File: src/rtl/iqbwPkg.sv
package iqbwPkg;
  // Single-cycle strobes issued by the control to the datapath
  typedef struct packed {
    logic loadPair;    // packer accepted an I/Q pair
    logic loadQWord;   // packer moves held Q word onto the bus
    logic holdRxI;     // unpacker stores the wide-mode I word
    logic emitNarrow;  // unpacker expands one narrow word into a pair
    logic emitWide;    // unpacker completes a wide pair
  } iqbwStrobe_t;
endpackage

File: src/rtl/iqbwCtrl.sv
module iqbwCtrl
  import iqbwPkg::*;
(
  input  logic        clk,
  input  logic        rstN,
  input  logic        cfgNarrow,
  input  logic        inValid,
  output logic        inReady,
  output logic        busValid,
  input  logic        busReady,
  input  logic        rxValid,
  output logic        rxReady,
  output logic        outValid,
  input  logic        outReady,
  output iqbwStrobe_t st
);
  logic txPhase;   // 1: Q word of a wide pair is still pending
  logic rxPhase;   // 1: I word of a wide pair already held
  logic busValidR;
  logic outValidR;
  logic accIn;
  logic sendQ;
  logic accRx;
  logic rxSlotFree;

  assign busValid   = busValidR;
  assign outValid   = outValidR;
  assign inReady    = !txPhase && (!busValidR || busReady);
  assign accIn      = inValid && inReady;
  assign sendQ      = txPhase && busReady;
  assign rxSlotFree = !outValidR || outReady;
  assign rxReady    = (rxPhase || cfgNarrow) ? rxSlotFree : 1'b1;
  assign accRx      = rxValid && rxReady;

  always_comb begin
    st            = '0;
    st.loadPair   = accIn;
    st.loadQWord  = sendQ;
    st.holdRxI    = accRx && !rxPhase && !cfgNarrow;
    st.emitNarrow = accRx && !rxPhase && cfgNarrow;
    st.emitWide   = accRx && rxPhase;
  end

  always_ff @(posedge clk) begin
    if (!rstN) begin
      busValidR <= 1'b0;
      txPhase   <= 1'b0;
      outValidR <= 1'b0;
      rxPhase   <= 1'b0;
    end else begin
      if (accIn || sendQ)  busValidR <= 1'b1;
      else if (busReady)   busValidR <= 1'b0;

      if (accIn)           txPhase <= !cfgNarrow;
      else if (sendQ)      txPhase <= 1'b0;

      if (st.emitNarrow || st.emitWide) outValidR <= 1'b1;
      else if (outReady)                outValidR <= 1'b0;

      if (st.holdRxI)      rxPhase <= 1'b1;
      else if (st.emitWide) rxPhase <= 1'b0;
    end
  end

  // a wide pair blocks the input until its Q word has gone
  a_r5_wide_blocks_input: assert property (@(posedge clk) disable iff (!rstN)
    inValid && inReady && !cfgNarrow |=> busValid && !inReady);

  // an unaccepted bus word stays valid
  a_r6_bus_valid_hold: assert property (@(posedge clk) disable iff (!rstN)
    busValid && !busReady |=> busValid);

  // an unaccepted restored pair stays valid
  a_r10_out_valid_hold: assert property (@(posedge clk) disable iff (!rstN)
    outValid && !outReady |=> outValid);
endmodule

File: src/rtl/iqbwData.sv
module iqbwData
  import iqbwPkg::*;
#(
  parameter int SAMPLE_W = 16,
  parameter int NARROW_W = 8,
  parameter int SHIFT_W  = 4
) (
  input  logic                clk,
  input  logic                rstN,
  input  iqbwStrobe_t         st,
  input  logic                cfgNarrow,
  input  logic [SHIFT_W-1:0]  cfgShift,
  input  logic [SAMPLE_W-1:0] inI,
  input  logic [SAMPLE_W-1:0] inQ,
  input  logic [SAMPLE_W-1:0] rxData,
  output logic [SAMPLE_W-1:0] busData,
  output logic [SAMPLE_W-1:0] outI,
  output logic [SAMPLE_W-1:0] outQ
);
  localparam int MAX_SHIFT = SAMPLE_W - NARROW_W;
  localparam logic signed [SAMPLE_W-1:0] POS_LIM = SAMPLE_W'(2 ** (NARROW_W - 1) - 1);
  localparam logic signed [SAMPLE_W-1:0] NEG_LIM = ~POS_LIM;

  function automatic logic [SHIFT_W-1:0] clampShift(input logic [SHIFT_W-1:0] k);
    return (int'(k) > MAX_SHIFT) ? SHIFT_W'(MAX_SHIFT) : k;
  endfunction

  // Keep bits [SAMPLE_W-1-k : MAX_SHIFT-k], clamping values that overflow
  function automatic logic [NARROW_W-1:0] windowSat(input logic [SAMPLE_W-1:0] x,
                                                     input logic [SHIFT_W-1:0]  k);
    logic signed [SAMPLE_W-1:0] sh;
    sh = $signed(x) >>> (MAX_SHIFT - int'(clampShift(k)));
    if (sh > POS_LIM)      return NARROW_W'(POS_LIM);
    else if (sh < NEG_LIM) return NARROW_W'(NEG_LIM);
    else                   return sh[NARROW_W-1:0];
  endfunction

  // Return a narrow value to its original bit position
  function automatic logic [SAMPLE_W-1:0] expand(input logic [NARROW_W-1:0] v,
                                                 input logic [SHIFT_W-1:0]  k);
    logic [SAMPLE_W-1:0] e;
    e = {{(SAMPLE_W - NARROW_W){v[NARROW_W-1]}}, v};
    return e << (MAX_SHIFT - int'(clampShift(k)));
  endfunction

  logic [SAMPLE_W-1:0] qHold;
  logic [SAMPLE_W-1:0] rxHold;
  logic [SHIFT_W-1:0]  outShift;
  logic [SAMPLE_W-1:0] lowMask;

  always_ff @(posedge clk) begin
    if (!rstN) begin
      busData  <= '0;
      qHold    <= '0;
      rxHold   <= '0;
      outI     <= '0;
      outQ     <= '0;
      outShift <= '0;
    end else begin
      if (st.loadPair) begin
        busData <= cfgNarrow ? SAMPLE_W'({windowSat(inI, cfgShift), windowSat(inQ, cfgShift)})
                             : inI;
        qHold   <= inQ;
      end else if (st.loadQWord) begin
        busData <= qHold;
      end

      if (st.holdRxI) rxHold <= rxData;

      if (st.emitNarrow) begin
        outI     <= expand(rxData[SAMPLE_W-1 -: NARROW_W], cfgShift);
        outQ     <= expand(rxData[NARROW_W-1:0], cfgShift);
        outShift <= clampShift(cfgShift);
      end else if (st.emitWide) begin
        outI <= rxHold;
        outQ <= rxData;
      end
    end
  end

  assign lowMask = (SAMPLE_W'(1) << (MAX_SHIFT - int'(outShift))) - SAMPLE_W'(1);

  // restored narrow values carry zeros below the window
  a_r8_low_bits_zero: assert property (@(posedge clk) disable iff (!rstN)
    st.emitNarrow |=> ((outI & lowMask) == '0) && ((outQ & lowMask) == '0));

  // the first word of a wide pair is the unmodified I component
  a_r5_wide_i_first: assert property (@(posedge clk) disable iff (!rstN)
    st.loadPair && !cfgNarrow |=> busData == $past(inI));
endmodule

File: src/rtl/iqBitWindowPacker.sv
module iqBitWindowPacker
  import iqbwPkg::*;
#(
  parameter int SAMPLE_W = 16,
  parameter int NARROW_W = 8,
  parameter int SHIFT_W  = 4
) (
  input  logic                clk,
  input  logic                rstN,
  input  logic                cfgNarrow,
  input  logic [SHIFT_W-1:0]  cfgShift,
  input  logic                inValid,
  output logic                inReady,
  input  logic [SAMPLE_W-1:0] inI,
  input  logic [SAMPLE_W-1:0] inQ,
  output logic                busValid,
  input  logic                busReady,
  output logic [SAMPLE_W-1:0] busData,
  input  logic                rxValid,
  output logic                rxReady,
  input  logic [SAMPLE_W-1:0] rxData,
  output logic                outValid,
  input  logic                outReady,
  output logic [SAMPLE_W-1:0] outI,
  output logic [SAMPLE_W-1:0] outQ
);
  iqbwStrobe_t st;

  iqbwCtrl uCtrl (
    .clk(clk), .rstN(rstN), .cfgNarrow(cfgNarrow),
    .inValid(inValid), .inReady(inReady),
    .busValid(busValid), .busReady(busReady),
    .rxValid(rxValid), .rxReady(rxReady),
    .outValid(outValid), .outReady(outReady),
    .st(st)
  );

  iqbwData #(.SAMPLE_W(SAMPLE_W), .NARROW_W(NARROW_W), .SHIFT_W(SHIFT_W)) uData (
    .clk(clk), .rstN(rstN), .st(st),
    .cfgNarrow(cfgNarrow), .cfgShift(cfgShift),
    .inI(inI), .inQ(inQ), .rxData(rxData),
    .busData(busData), .outI(outI), .outQ(outQ)
  );

  // a stalled bus word keeps its contents
  a_r6_bus_data_stable: assert property (@(posedge clk) disable iff (!rstN)
    busValid && !busReady |=> $stable(busData));

  // a stalled restored pair keeps its contents
  a_r10_out_data_stable: assert property (@(posedge clk) disable iff (!rstN)
    outValid && !outReady |=> $stable(outI) && $stable(outQ));
endmodule

File: config.mk
export PLATFORM = sky130hd
export DESIGN_NAME = iqBitWindowPacker
export DESIGN_NICKNAME = d
export VERILOG_FILES = /design/src/rtl/iqbwPkg.sv /design/src/rtl/iqbwCtrl.sv /design/src/rtl/iqbwData.sv /design/src/rtl/iqBitWindowPacker.sv
export SDC_FILE = /design/constraint.sdc
export NUM_CORES = 1
export LEC_CHECK = 0
export ABC_AREA = 1
export CORE_ASPECT_RATIO = 1.25
export CORE_UTILIZATION = 55
export CTS_BUF_LIST = sky130_fd_sc_hd__clkbuf_16
export DETAILED_ROUTE_END_ITERATION = 8
export PLACE_DENSITY_LB_ADDON = 0.08
export SLEW_MARGIN = 25
export SYNTH_ARGS = -nofsm -noshare
export SYNTH_HDL_FRONTEND = slang
export SYNTH_SLANG_ARGS = --single-unit
File: constraint.sdc
create_clock -name clk -period 4.56 [get_ports clk]
set_input_delay 0.912 -clock clk [delete_from_list [all_inputs] [get_ports clk]]
set_output_delay 0.912 -clock clk [all_outputs]
set_load 0.02 [all_outputs]
==> flow_metrics.tcl <==
set metrics [dict create \
    startpoint_type "input pin" \
    finalCritPeriodShare_pct 81.5 \
    run_status "finished, final reports clean" \
    crit_type "in2reg" \
    path_buf_inv 4 \
    cts_tree "built" \
    fp.dieW_um 96.0 \
    crit_chain "clkdlybuf4s50_1 -> inv_2 -> nand2_1 -> ha_1 -> inv_1 -> nand2_1 -> buf_4 -> nand2_1 -> nand3_1 -> nand3_1 -> nand3_1 -> nand2_1 -> nand2_1 -> o21ai_0 -> nand3_2 -> a21oi_1 -> nand2_1 -> nand2_1 -> a21oi_1" \
    crit_cells 19 \
    finalHoldViolations 0 \
    worst-r2r-cell-count 10 \
    clockBufferDepth 2 \
    drt-pass1-iter-count 5 \
    ys_warn_count 0 \
    nNetsFinal 1184 \
    setup.worst_path.start "cfgShift[3]" \
    crit_path_end "uData.busData[10]" \
    io_pins 111 \
    cts_resized 0 \
    required_ns 4.78 \
    r2r-end "uData.busData[7]" \
    via_per_inst 5.92 \
    post_drt_wl_per_cell_um 16.5 \
    path_max_fanout 19 \
    finalSetupTns_ns 0 \
    fin_area_um2 7450 \
    ir_drop_v 0.000186 \
    finalSetupViolCount 0 \
    drc 0 \
    p_clk_share_pct 30.7 \
    p_leak_uw 0.00337 \
    fill_cells 1016 \
    post_cts_buffers 0 \
    grt_usage_pct 37.4 \
    mostFrequentLayoutCells "nand2_1 (303), o21ai_0 (144), nand3_1 (143)" \
    antenna-diode-count 0 \
    arrival_ns 3.94 \
    core_um2 10700 \
    comb_power_share_pct 34.1 \
    drv_cap 0 \
    row_count 42 \
    htreeDepth 3 \
    ys_seq_elements 84 \
    critPathSlowestCell "clkdlybuf4s50_1" \
    portBuffers 110 \
    drtAntennaViolNets 0 \
    fmax_mhz 269 \
    p_switching_uw 873 \
    r2r_start "uCtrl.busValid" \
    drtIter0Drc 663 \
    grt_pass1_wl_um 33200 \
    switching_share_pct 37.3 \
    synthCells 1058 \
    syn-num-nets 1118 \
    final_common_cell "nand2_1" \
    min_period_ns 3.72 \
    power_density_nw_per_um2 314 \
    syn_area_um2 6070 \
    die-area_um2 11500 \
    path_clk_slew_ns 0.07 \
    rsz0062_at_grt "false" \
    cts_root_buf "clkbuf_16" \
    maxSlewViolCount 0 \
    critPathTopFamily "simple AND/OR/NAND/NOR gates" \
    ys_seq_area_share_pct 27.7 \
    yosys.cell_types.count 28 \
    cts_sinks 84 \
    cts_made_buffers 9 \
    path_common_cell "nand2_1" \
    grt_pass1_vias 6732 \
    hpwl_um 15300 \
    grt_max_degree 65 \
    relSlewSlack_pct 49.2 \
    cp-end-kind "register" \
    initial_core_util_pct 56.9 \
    die_y_um 119 \
    grt_remaining_overflow 0 \
    area_growth_pct 22.6 \
    antenna_found_initial 0 \
    place.gp.congestion 0.928 \
    fin_skew_ns 0.00611 \
    dpl_cell_area_um2 7150 \
    drive_above_1_share_pct 4.52 \
    vias 7462 \
    syn_area_per_cell_um2 5.74 \
    power_frac_seq_pct 35.2 \
    power.internal_uw 1470 \
    tightest_slew_ns 0.757 \
    cts-hold-fix-buffers 0 \
    critPathMaxStageDelay_ns 0.49 \
    insertion_delay_ns 0.34 \
    routed_wl_um 20900 \
    ff2ff_setup_slack_ns 2.23 \
    min_path_type "reg2reg" \
]
[final cells by class]
type	count	area [um2]	area share [%]
inverters	69	259	3.48
flip-flops and latches	84	1680	22.6
clock inverters	7	68.8	0.924
multi-input cells	830	3800	51.0
well taps	132	165	2.22
clock buffers	9	225	3.02
repair buffers	130	1250	16.7
[worst min path at each step]
stage | endpoint | start | cells past startpoint
after detailed placement | uData.qHold[4] | uData.qHold[4] | 2
after global placement | uData.qHold[12] | uData.qHold[12] | 2
after global routing | uData.qHold[4] | uData.qHold[4] | 2
after CTS | uData.qHold[4] | uData.qHold[4] | 2
final | uData.qHold[4] | uData.qHold[4] | 2
after floorplan | uData.qHold[0] | uData.qHold[0] | 2
[registers in the layout, indices dropped and copies added (netlist names)]
register and flops:
uData.rxHold 16, uData.busData 16, uCtrl.outValid 1, uData.qHold 16, uCtrl.rxPhase 1, uCtrl.busValid 1, uCtrl.txPhase 1, uData.outQ 16
uData.outI 16
[routing by layer]
layer | share of wire (%) | vias up | wire [um] | GRT usage [%]
met5 | 0 | - | 0 | 0
met4 | 6.8 | 0 | 1410 | 24.3
met2 | 48 | 390 | 10000 | 61.6
met1 | 39 | 3328 | 8030 | 44.8
li1 | - | 3665 | - | -
met3 | 6.8 | 79 | 1410 | 4.47
[synthesized netlist by cell type (all sizes together)]
master | number | share of area [%]
nand2 | 308 | 19
nand3 | 144 | 12
o21ai | 144 | 12
a21oi | 123 | 10
dfxtp | 84 | 28
nor2 | 74 | 4.7
inv | 68 | 4.2
clkbuf | 39 | 2.4
buf | 36 | 3.1
o211ai | 15 | 1.9
a31oi | 4 | 0.41
mux2i | 4 | 0.66
nor3 | 4 | 0.33
a31o | 2 | 0.29
o221ai | 2 | 0.29
o31ai | 2 | 0.25
a211oi | 1 | 0.12
and3 | 1 | 0.10
clkinv | 1 | 0.062
ha | 1 | 0.21
o22ai | 1 | 0.10
[power by group through the flow]
stage          clock, uW  sequential [uW]  combinational [uW]
3_3_place_gp           0              836                 783
2_1_floorplan          0              876                 479
5_1_grt              762              828                 888
4_1_cts              727              821                 789
3_5_place_dp           0              837                 786
6_report             718              822                 798
[cell families after synthesis]
| logic type | share of synthesized area (%) |
|---|---|
| multiplexers | 0.659 |
| buffers and inverters | 9.79 |
| AO/OA/AOI/OAI | 25.3 |
| flip-flops | 27.7 |
| adder cells (fa/ha/maj) | 0.206 |
| AND/OR/NAND/NOR | 36.3 |
[worst min-delay path, cell delays in order, from the launching register on]
cell and delay, ns:
dfxtp_1 0.31, nand2_1 0.06, a21oi_1 0.05
[per-stage QoR]
stage	power, uW	setup slack, ns	instances	hold slack [ns]	utilization, %
2_1_floorplan	1350	1.25	1058	0.442	-
3_3_place_gp	1620	0.671	1245	0.449	67.1
3_5_place_dp	1620	0.565	1245	0.452	67.1
4_1_cts	2340	0.907	1261	0.463	69.8
5_1_grt	2480	0.477	1261	0.476	69.8
6_report	2340	0.843	1261	0.463	69.8
No activity file was read; power rests on OpenSTA's default activity.
